$ cat config.mk
export PLATFORM = sky130hd
export DESIGN_NAME = sic_top
export DESIGN_NICKNAME = d
export VERILOG_FILES = /design/src/rtl/sic_pkg.sv /design/src/rtl/sic_front.sv /design/src/rtl/sic_encoder.sv /design/src/rtl/sic_top.sv
export SDC_FILE = /design/constraint.sdc
export NUM_CORES = 1
export LEC_CHECK = 0
export BUFFER_PORTS_ARGS = -buffer_cell sky130_fd_sc_hd__buf_4
export CAP_MARGIN = 20
export CORE_ASPECT_RATIO = 0.6
export CORE_MARGIN = 3
export CORE_UTILIZATION = 50
export DETAILED_ROUTE_END_ITERATION = 10
export GPL_TIMING_DRIVEN = 0
export PLACE_DENSITY = 0.69
export SLEW_MARGIN = 20
export SYNTH_ARGS = -nofsm -noshare
export SYNTH_HDL_FRONTEND = slang
export SYNTH_HIERARCHICAL = 1
export SYNTH_SLANG_ARGS = --single-unit
$ cat constraint.sdc
create_clock -name clk_i -period 3.2 [get_ports clk_i]
set_clock_uncertainty 0.05 [all_clocks]
set_input_delay 0.48 -clock clk_i [delete_from_list [all_inputs] [get_ports clk_i]]
set_output_delay 0.48 -clock clk_i [all_outputs]
set_load 0.01 [all_outputs]
$ cat src/rtl/sic_pkg.sv
package sic_pkg;
  localparam int NSRC = 32;
  localparam int IDW  = $clog2(NSRC);
  localparam int AW   = 3;

  typedef enum logic [AW-1:0] {
    A_ENA   = 3'd0,
    A_STAT  = 3'd1,
    A_MSTAT = 3'd2,
    A_TRIG  = 3'd3,
    A_POL   = 3'd4,
    A_CLASS = 3'd5,
    A_VCFG  = 3'd6
  } reg_sel_e;

  // register view <-> source-indexed view (source n at register bit NSRC-1-n)
  function automatic logic [NSRC-1:0] flip(input logic [NSRC-1:0] v);
    logic [NSRC-1:0] r;
    for (int i = 0; i < NSRC; i++) r[i] = v[NSRC-1-i];
    return r;
  endfunction

  // source-indexed mask of the reserved range
  function automatic logic [NSRC-1:0] rsv_mask(input int lo, input int hi);
    logic [NSRC-1:0] m;
    for (int i = 0; i < NSRC; i++) m[i] = (i >= lo) && (i <= hi);
    return m;
  endfunction
endpackage

$ cat src/rtl/sic_front.sv
module sic_front #(
  parameter int N = 32
) (
  input  logic         clk_i,
  input  logic         rst_ni,
  input  logic [N-1:0] src_i,
  input  logic [N-1:0] pol_i,
  input  logic [N-1:0] trig_i,
  output logic [N-1:0] hit_o
);
  logic [N-1:0] meta_q, sync_q, prev_q;
  logic [N-1:0] act, act_prev, rise;

  // reset to all ones: inactive under the default active-low polarity
  always_ff @(posedge clk_i or negedge rst_ni) begin
    if (!rst_ni) begin
      meta_q <= '1;
      sync_q <= '1;
      prev_q <= '1;
    end else begin
      meta_q <= src_i;
      sync_q <= meta_q;
      prev_q <= sync_q;
    end
  end

  always_comb begin
    act      = ~(sync_q ^ pol_i);
    act_prev = ~(prev_q ^ pol_i);
    rise     = act & ~act_prev;
  end

  for (genvar g = 0; g < N; g++) begin : g_sense
    assign hit_o[g] = trig_i[g] ? rise[g] : act[g];
  end
endmodule

$ cat src/rtl/sic_encoder.sv
module sic_encoder #(
  parameter int N   = 32,
  parameter int IDW = $clog2(N)
) (
  input  logic [N-1:0]   pend_i,
  input  logic           lo_first_i,
  output logic [IDW-1:0] id_o,
  output logic           any_o
);
  logic [IDW-1:0] id_lo, id_hi;

  always_comb begin
    id_lo = '0;
    for (int i = N-1; i >= 0; i--) if (pend_i[i]) id_lo = IDW'(i);
    id_hi = '0;
    for (int i = 0; i < N; i++) if (pend_i[i]) id_hi = IDW'(i);
    id_o  = lo_first_i ? id_lo : id_hi;
    any_o = |pend_i;
  end
endmodule

$ cat src/rtl/sic_top.sv
module sic_top #(
  parameter int RSV_LO = 17,
  parameter int RSV_HI = 19
) (
  input  logic                      clk_i,
  input  logic                      rst_ni,
  input  logic [sic_pkg::NSRC-1:0]  src_i,
  input  logic                      wr_en_i,
  input  logic [sic_pkg::AW-1:0]    addr_i,
  input  logic [sic_pkg::NSRC-1:0]  wr_data_i,
  output logic [sic_pkg::NSRC-1:0]  rd_data_o,
  output logic                      irq_norm_o,
  output logic                      irq_crit_o,
  output logic [sic_pkg::IDW-1:0]   vec_id_o,
  output logic                      vec_valid_o
);
  import sic_pkg::*;

  localparam logic [NSRC-1:0] KEEP = ~rsv_mask(RSV_LO, RSV_HI);

  // per-source state, indexed by source number
  logic [NSRC-1:0] stat_q, en_q, cls_q, pol_q, trig_q;
  logic            vcfg_q;
  logic [NSRC-1:0] stat_d, en_d, cls_d, pol_d, trig_d;
  logic            vcfg_d;
  logic            en_we, cls_we, pol_we, trig_we, vcfg_we;

  logic [NSRC-1:0] wr_vec, clr_vec, hit, mstat;
  logic [IDW-1:0]  enc_id;
  logic            enc_any;
  logic            norm_d, crit_d;

  sic_front #(.N(NSRC)) u_front (
    .clk_i  (clk_i),
    .rst_ni (rst_ni),
    .src_i  (src_i),
    .pol_i  (pol_q),
    .trig_i (trig_q),
    .hit_o  (hit)
  );

  assign mstat = stat_q & en_q;

  sic_encoder #(.N(NSRC), .IDW(IDW)) u_enc (
    .pend_i     (mstat),
    .lo_first_i (vcfg_q),
    .id_o       (enc_id),
    .any_o      (enc_any)
  );

  // next-state
  always_comb begin
    wr_vec  = flip(wr_data_i);
    en_we   = wr_en_i && (addr_i == A_ENA);
    cls_we  = wr_en_i && (addr_i == A_CLASS);
    pol_we  = wr_en_i && (addr_i == A_POL);
    trig_we = wr_en_i && (addr_i == A_TRIG);
    vcfg_we = wr_en_i && (addr_i == A_VCFG);
    clr_vec = (wr_en_i && (addr_i == A_STAT)) ? wr_vec : '0;
    // a fresh hit outranks a clear in the same cycle
    stat_d  = ((stat_q & ~clr_vec) | hit) & KEEP;
    en_d    = wr_vec & KEEP;
    cls_d   = wr_vec;
    pol_d   = wr_vec;
    trig_d  = wr_vec;
    vcfg_d  = wr_data_i[0];
    norm_d  = |(mstat & cls_q);
    crit_d  = |(mstat & ~cls_q);
  end

  // registers
  always_ff @(posedge clk_i or negedge rst_ni) begin
    if (!rst_ni) begin
      stat_q      <= '0;
      en_q        <= '0;
      cls_q       <= '1;
      pol_q       <= '0;
      trig_q      <= '0;
      vcfg_q      <= 1'b0;
      irq_norm_o  <= 1'b0;
      irq_crit_o  <= 1'b0;
      vec_id_o    <= '0;
      vec_valid_o <= 1'b0;
    end else begin
      stat_q <= stat_d;
      if (en_we)   en_q   <= en_d;
      if (cls_we)  cls_q  <= cls_d;
      if (pol_we)  pol_q  <= pol_d;
      if (trig_we) trig_q <= trig_d;
      if (vcfg_we) vcfg_q <= vcfg_d;
      irq_norm_o  <= norm_d;
      irq_crit_o  <= crit_d;
      vec_id_o    <= enc_id;
      vec_valid_o <= enc_any;
    end
  end

  // read mux
  always_comb begin
    unique case (addr_i)
      A_ENA:   rd_data_o = flip(en_q);
      A_STAT:  rd_data_o = flip(stat_q);
      A_MSTAT: rd_data_o = flip(mstat);
      A_TRIG:  rd_data_o = flip(trig_q);
      A_POL:   rd_data_o = flip(pol_q);
      A_CLASS: rd_data_o = flip(cls_q);
      A_VCFG:  rd_data_o = {{(NSRC-1){1'b0}}, vcfg_q};
      default: rd_data_o = '0;
    endcase
  end
endmodule

=== Word level (Yosys, flattened, before mapping) ===
Index checks and enable logic that the tools add are counted.

* Flip-flop bits (word level): 259
* Bits in latches: 0
* Bits in writable memories: 0
* Bits in read-only memories: 0
* Input bits: 70
* Output and inout bits: 40
* Word-level logic and storage cells: 140
* Memories: 0

* Add/sub/neg operators: 0
* Multiply operators: 0
* Divide/modulo/power cells: 0
* $lt $le $gt $ge: 0
* Eq/ne operators: 6
* Shift operators: 0
* Muxes and demuxes: 98
* Bitwise logic cells: 13
* Reductions and logical operators: 10

{| class="wikitable"
|+ Operators by type and width
! kind !! count
|-
| $mux 5 || 49
|-
| $pmux 32 s7 || 1
|-
| $and 32x32->32 || 5
|-
| $not 32->32 || 5
|-
| $reduce_or 32->1 || 3
|-
| $xor 32x32->32 || 2
|-
| $mux 1 || 33
|-
| $mux 32 || 1
|-
| $mux 4 || 8
|-
| $or 32x32->32 || 1
|-
| $mux 3 || 4
|-
| $eq 3x3->1 const B || 3
|-
| $eq 3x2->1 const B || 2
|-
| $logic_and 1x1->1 || 6
|-
| $mux 2 || 2
|-
| $eq 3x1->1 const B || 1
|-
| $logic_not 3->1 || 1
|}

=== Depth between registers and ports, before layout ===
* Word-level depth: 34
* Gate-level depth with buffers: 7
* Mapped depth without buffers: 7

=== Cells and area by module ===
Netlist, hierarchy kept.

{| class="wikitable"
|+ By module, submodules not included
! module !! times used !! cells each !! area an instance (µm²) !! seq. area each (µm²)
|-
| sic_top || 1 || 664 || 7,629.8 || 4,119.0
|-
| sic_front || 1 || 223 || 3,359.5 || 2,522.4
|-
| sic_encoder || 1 || 119 || 698.2 || 0.0
|}

=== Least setup slack after synthesis ===
Ideal clock, no wire load.

* Path type: input port to output port
* Start: in addr_i[1] (netlist name)
* End: out rd_data_o[1] (netlist name)
* Arrival: 1.732 ns
* Data required time: 2.670 ns
* Setup slack: 0.938 ns
* Stages: 7
* Path buffers: 3
* Cells stage by stage: buf_2 -> nand2b_1 -> nor2_1 -> clkbuf_1 -> clkbuf_1 -> a22oi_1 -> nand3_1

* Word-level cells in the longest chain between the ends: 2
* Elaborated cells on any way between the ends: 8
* Classes of those cells: 6 x eq/ne; 1 x mux; 1 x reduce/logical

{| class="wikitable"
|+ RTL lines
! item !! RTL line !! text
|-
| start, declared || sic_top.sv:9 || <nowiki>input logic [sic_pkg::AW-1:0] addr_i,</nowiki>
|-
| $eq 3x3->1 (tied with other cells) || sic_top.sv:100 || <nowiki>unique case (addr_i)</nowiki>
|-
| $pmux 32 s7 (*) || sic_top.sv:100 ||
|-
| end, declared || sic_top.sv:11 || <nowiki>output logic [sic_pkg::NSRC-1:0] rd_data_o,</nowiki>
|}

Every way passes the cells marked *; elsewhere a longest branch is shown, timed or not.

=== Final worst setup path ===
* Start: in addr_i[0] (netlist name)
* End: out rd_data_o[16] (netlist name)

Same word-level chain as after synthesis.

==> run_summary.xml <==
<?xml version="1.0" encoding="UTF-8"?>
<metrics>
  <group name="clocking">
    <metric name="tritoncts" unit="">built</metric>
    <metric name="cts.htree.levels" unit="">1</metric>
    <metric name="clk_latency" unit="ps">540</metric>
    <metric name="numCtsBuffers" unit="">24</metric>
    <metric name="clk_transition_reported_paths" unit="ps">60</metric>
    <metric name="cts_root_buffer" unit="">sky130_fd_sc_hd__clkbuf_16</metric>
    <metric name="number_of_sinks_handled_by_clock_tree_synthesis" unit="">250</metric>
    <metric name="max-clock-path-buffers" unit="">3</metric>
    <metric name="post-cts-setup-buffers" unit="">0</metric>
  </group>
  <group name="worst_setup_path">
    <metric name="crit_path_start_kind" unit="">input port</metric>
    <metric name="cp_data_required_time" unit="ps">2670</metric>
    <metric name="critical_path.cell_chain" unit="">buf_4 -&gt; buf_2 -&gt; nor3b_4 -&gt; clkbuf_1 -&gt; a21o_1 -&gt; nand2_1 -&gt; nand3_1 -&gt; buf_4</metric>
    <metric name="worst_path_max_delay_cell" unit="">sky130_fd_sc_hd__clkbuf_1</metric>
    <metric name="arrival" unit="ps">2510</metric>
    <metric name="cp_slowest_stage_delay" unit="ps">600</metric>
    <metric name="path_common_cell" unit="">sky130_fd_sc_hd__buf_4</metric>
    <metric name="logic_depth_of_the_worst_register_to_register_path" unit="">6</metric>
    <metric name="worstSetupPathType" unit="">in2out</metric>
    <metric name="critical_path_capture_point_type" unit="">output pin</metric>
    <metric name="timing.critical_path.fanout_max" unit="">10</metric>
  </group>
  <group name="placed_design">
    <metric name="number_of_cells_in_the_design_after_placement" unit="">1417</metric>
    <metric name="globalplace.congestion" unit="">1.001</metric>
    <metric name="dp.final_hpwl" unit="µm">21900</metric>
    <metric name="dpl_worst_slack" unit="ps">-185.3</metric>
    <metric name="port-buffer-count" unit="">104</metric>
    <metric name="post_dp_cell_area" unit="µm²">12670</metric>
  </group>
  <group name="floorplan">
    <metric name="core_area" unit="µm²">22180</metric>
    <metric name="boundaryPins" unit="">110</metric>
    <metric name="dieWidth" unit="µm">200.7</metric>
    <metric name="fp.dieArea" unit="µm²">24650</metric>
    <metric name="dieHeight" unit="µm">122.8</metric>
    <metric name="floorplan.initialDensity" unit="%">51.28</metric>
    <metric name="rows" unit="">42</metric>
  </group>
  <group name="global_route">
    <metric name="grt_pass1_vias" unit="">8341</metric>
    <metric name="grt_first_pass_wirelength" unit="µm">48020</metric>
    <metric name="global_route.overflow_total" unit="">0</metric>
    <metric name="maximum_number_of_pins_on_one_net_before_global_route_repair" unit="">102</metric>
    <metric name="grt_usage" unit="%">25.20</metric>
    <metric name="grt_antenna_before_repair" unit="">0</metric>
  </group>
  <group name="logic_synthesis">
    <metric name="synthesis.yosys.warnings" unit="">6</metric>
    <metric name="netlist_instances" unit="">985</metric>
    <metric name="synthesis.area_per_instance" unit="µm²">11.55</metric>
    <metric name="synthesis.area" unit="µm²">11370</metric>
  </group>
  <group name="routing">
    <metric name="routed_wirelength" unit="µm">30830</metric>
    <metric name="detail_route.iter0.violations" unit="">683</metric>
    <metric name="via_per_inst" unit="">5.752</metric>
    <metric name="num_vias" unit="">8571</metric>
    <metric name="ant_nets" unit="">0</metric>
    <metric name="post-route-drc-count" unit="">0</metric>
    <metric name="tritonroute_pass_1_iters" unit="">6</metric>
    <metric name="routedWlPerCell" unit="µm">20.69</metric>
  </group>
  <group name="timing">
    <metric name="final-max-slew-violation-count" unit="">0</metric>
    <metric name="timing.final.ws_setup" unit="ps">159.9</metric>
    <metric name="period_minus_slack" unit="ps">3040</metric>
    <metric name="fmax" unit="MHz">328.9</metric>
    <metric name="finalHoldViolCount" unit="">0</metric>
    <metric name="transition_time_of_the_tightest_slew_check_pin" unit="ps">943.0</metric>
    <metric name="timing.final.setup_violations" unit="">0</metric>
    <metric name="max_slew_margin" unit="%">37.14</metric>
    <metric name="rsz0062_at_grt" unit="">no</metric>
    <metric name="timing.final.crit_share" unit="%">95.00</metric>
  </group>
  <group name="hold_path">
    <metric name="hold_path_class" unit="">in2reg</metric>
    <metric name="holdPathStages" unit="">2</metric>
  </group>
  <group name="cells_and_area">
    <metric name="finish.cell_count_without_fillers" unit="">1490</metric>
    <metric name="final_design_area_no_fill" unit="µm²">13810</metric>
    <metric name="synthToLayoutAreaGrowth" unit="%">21.41</metric>
    <metric name="filler_cell_count" unit="">1814</metric>
    <metric name="post_route_cells_drive_above_1_share" unit="%">30.54</metric>
    <metric name="antenna_cells_inserted" unit="">0</metric>
    <metric name="nets" unit="">1235</metric>
  </group>
  <group name="power_and_ir_drop">
    <metric name="max-vdd-ir-drop" unit="mV">0.5388</metric>
    <metric name="power_density" unit="nW/µm²">655.5</metric>
    <metric name="static-leakage-power" unit="µW">0.006058</metric>
    <metric name="power" unit="µW">9050</metric>
  </group>
  <group name="job">
    <metric name="timing.max_cap.violations" unit="">0</metric>
  </group>
  <group name="outcome">
    <metric name="status" unit="">finished clean</metric>
  </group>
</metrics>
[routing by layer]
layer  track usage [%]  share of wire (%)
met3             5.831                7.7
met5                 0                  0
met4             6.050                2.3
met1             38.77                 49
met2             36.09                 41
[stage by stage]
step                util (%)  setup TNS (ps)  hold slack [ps]
global route           62.26               0            125.4
floorplan                  -               0            134.4
detailed placement     57.13           -1436            296.8
CTS                    62.24               0            110.4
finish                 62.26               0            130.8
global placement       56.84          -46330            295.5
[repair_timing]
item | in CTS | in global routing
endpoints found under the setup margin | 11 | 14
gates resized for setup | 2 | 7
hold buffers | 30 | 0
cloned | 0 | 0
endpoints found under the hold margin | 62 | 0
[where the power goes]
group | internal, µW | switching (µW) | total, µW
Clock | 1760 | 1230 | 2980
Sequential | 3730 | 439 | 4170
Combinational | 868 | 1030 | 1890
[cells in the final DEF, fill, tap and decap left out, drive strengths merged, types with 3 or more instances in the layout]
| master | count |
|---|---|
| dfrtp | 131 |
| buf | 126 |
| mux2 | 126 |
| dfstp | 119 |
| nand2 | 98 |
| a22oi | 59 |
| a21o | 57 |
| clkbuf | 55 |
| nor2 | 51 |
| nand3 | 42 |
| inv | 42 |
| nand2b | 33 |
| dlygate4sd3 | 30 |
| a22o | 30 |
| a21boi | 29 |
| conb | 19 |
| a21oi | 15 |
| o21ai | 15 |
| o22ai | 14 |
| nor3 | 11 |
| nor4 | 9 |
| nand4 | 7 |
| and2 | 6 |
| or4 | 5 |
| mux2i | 4 |
| a221o | 4 |
| o211ai | 4 |
| a31oi | 3 |
| clkinv | 3 |
| o21bai | 3 |
| o31ai | 3 |
| or3 | 3 |
[layout make-up]
class                           count  area [µm²]  share of cell area [%]
Buffer                             38       172.7                   1.251
Sequential cell                   250        6405                   46.39
Clock inverter                      6       86.33                  0.6253
Clock buffer                       37       740.7                   5.365
Inverter                           41       153.9                   1.115
Multi-Input combinational cell    674        4720                   34.18
Tap cell                          308       385.4                   2.791
Timing Repair Buffer              136        1144                   8.283
[worst paths after layout]
kind	startpoint	end	slack, ps
worst max-delay path	addr_i[0]	rd_data_o[16]	160
min in group asynchronous	rst_ni	pol_q[1]	460
max in group asynchronous	rst_ni	u_front/sync_q[14]	1720
worst min register to register	u_front/meta_q[0]	u_front/sync_q[0]	300
worst min-delay path	wr_data_i[14]	trig_q[17]	130
worst max register to register	stat_q[14]	vec_id_o[1]	960
[worst max-delay path, delay by kind of cell]
kind | cells | cell delay [ps]
buffers and inverters | 4 | 1100
AND/OR/NAND/NOR | 3 | 720
AO/OA/AOI/OAI | 1 | 210
[flip-flops by register name, summed over array words and instances (netlist names)]
register        flops
cls_q              32
stat_q             29
irq_crit_o          1
trig_q             32
u_front/prev_q     29
u_front/meta_q     29
vcfg_q              1
en_q               29
u_front/sync_q     29
irq_norm_o          1
vec_valid_o         1
pol_q              32
vec_id_o            5
Power figures use the tool's default switching activity.
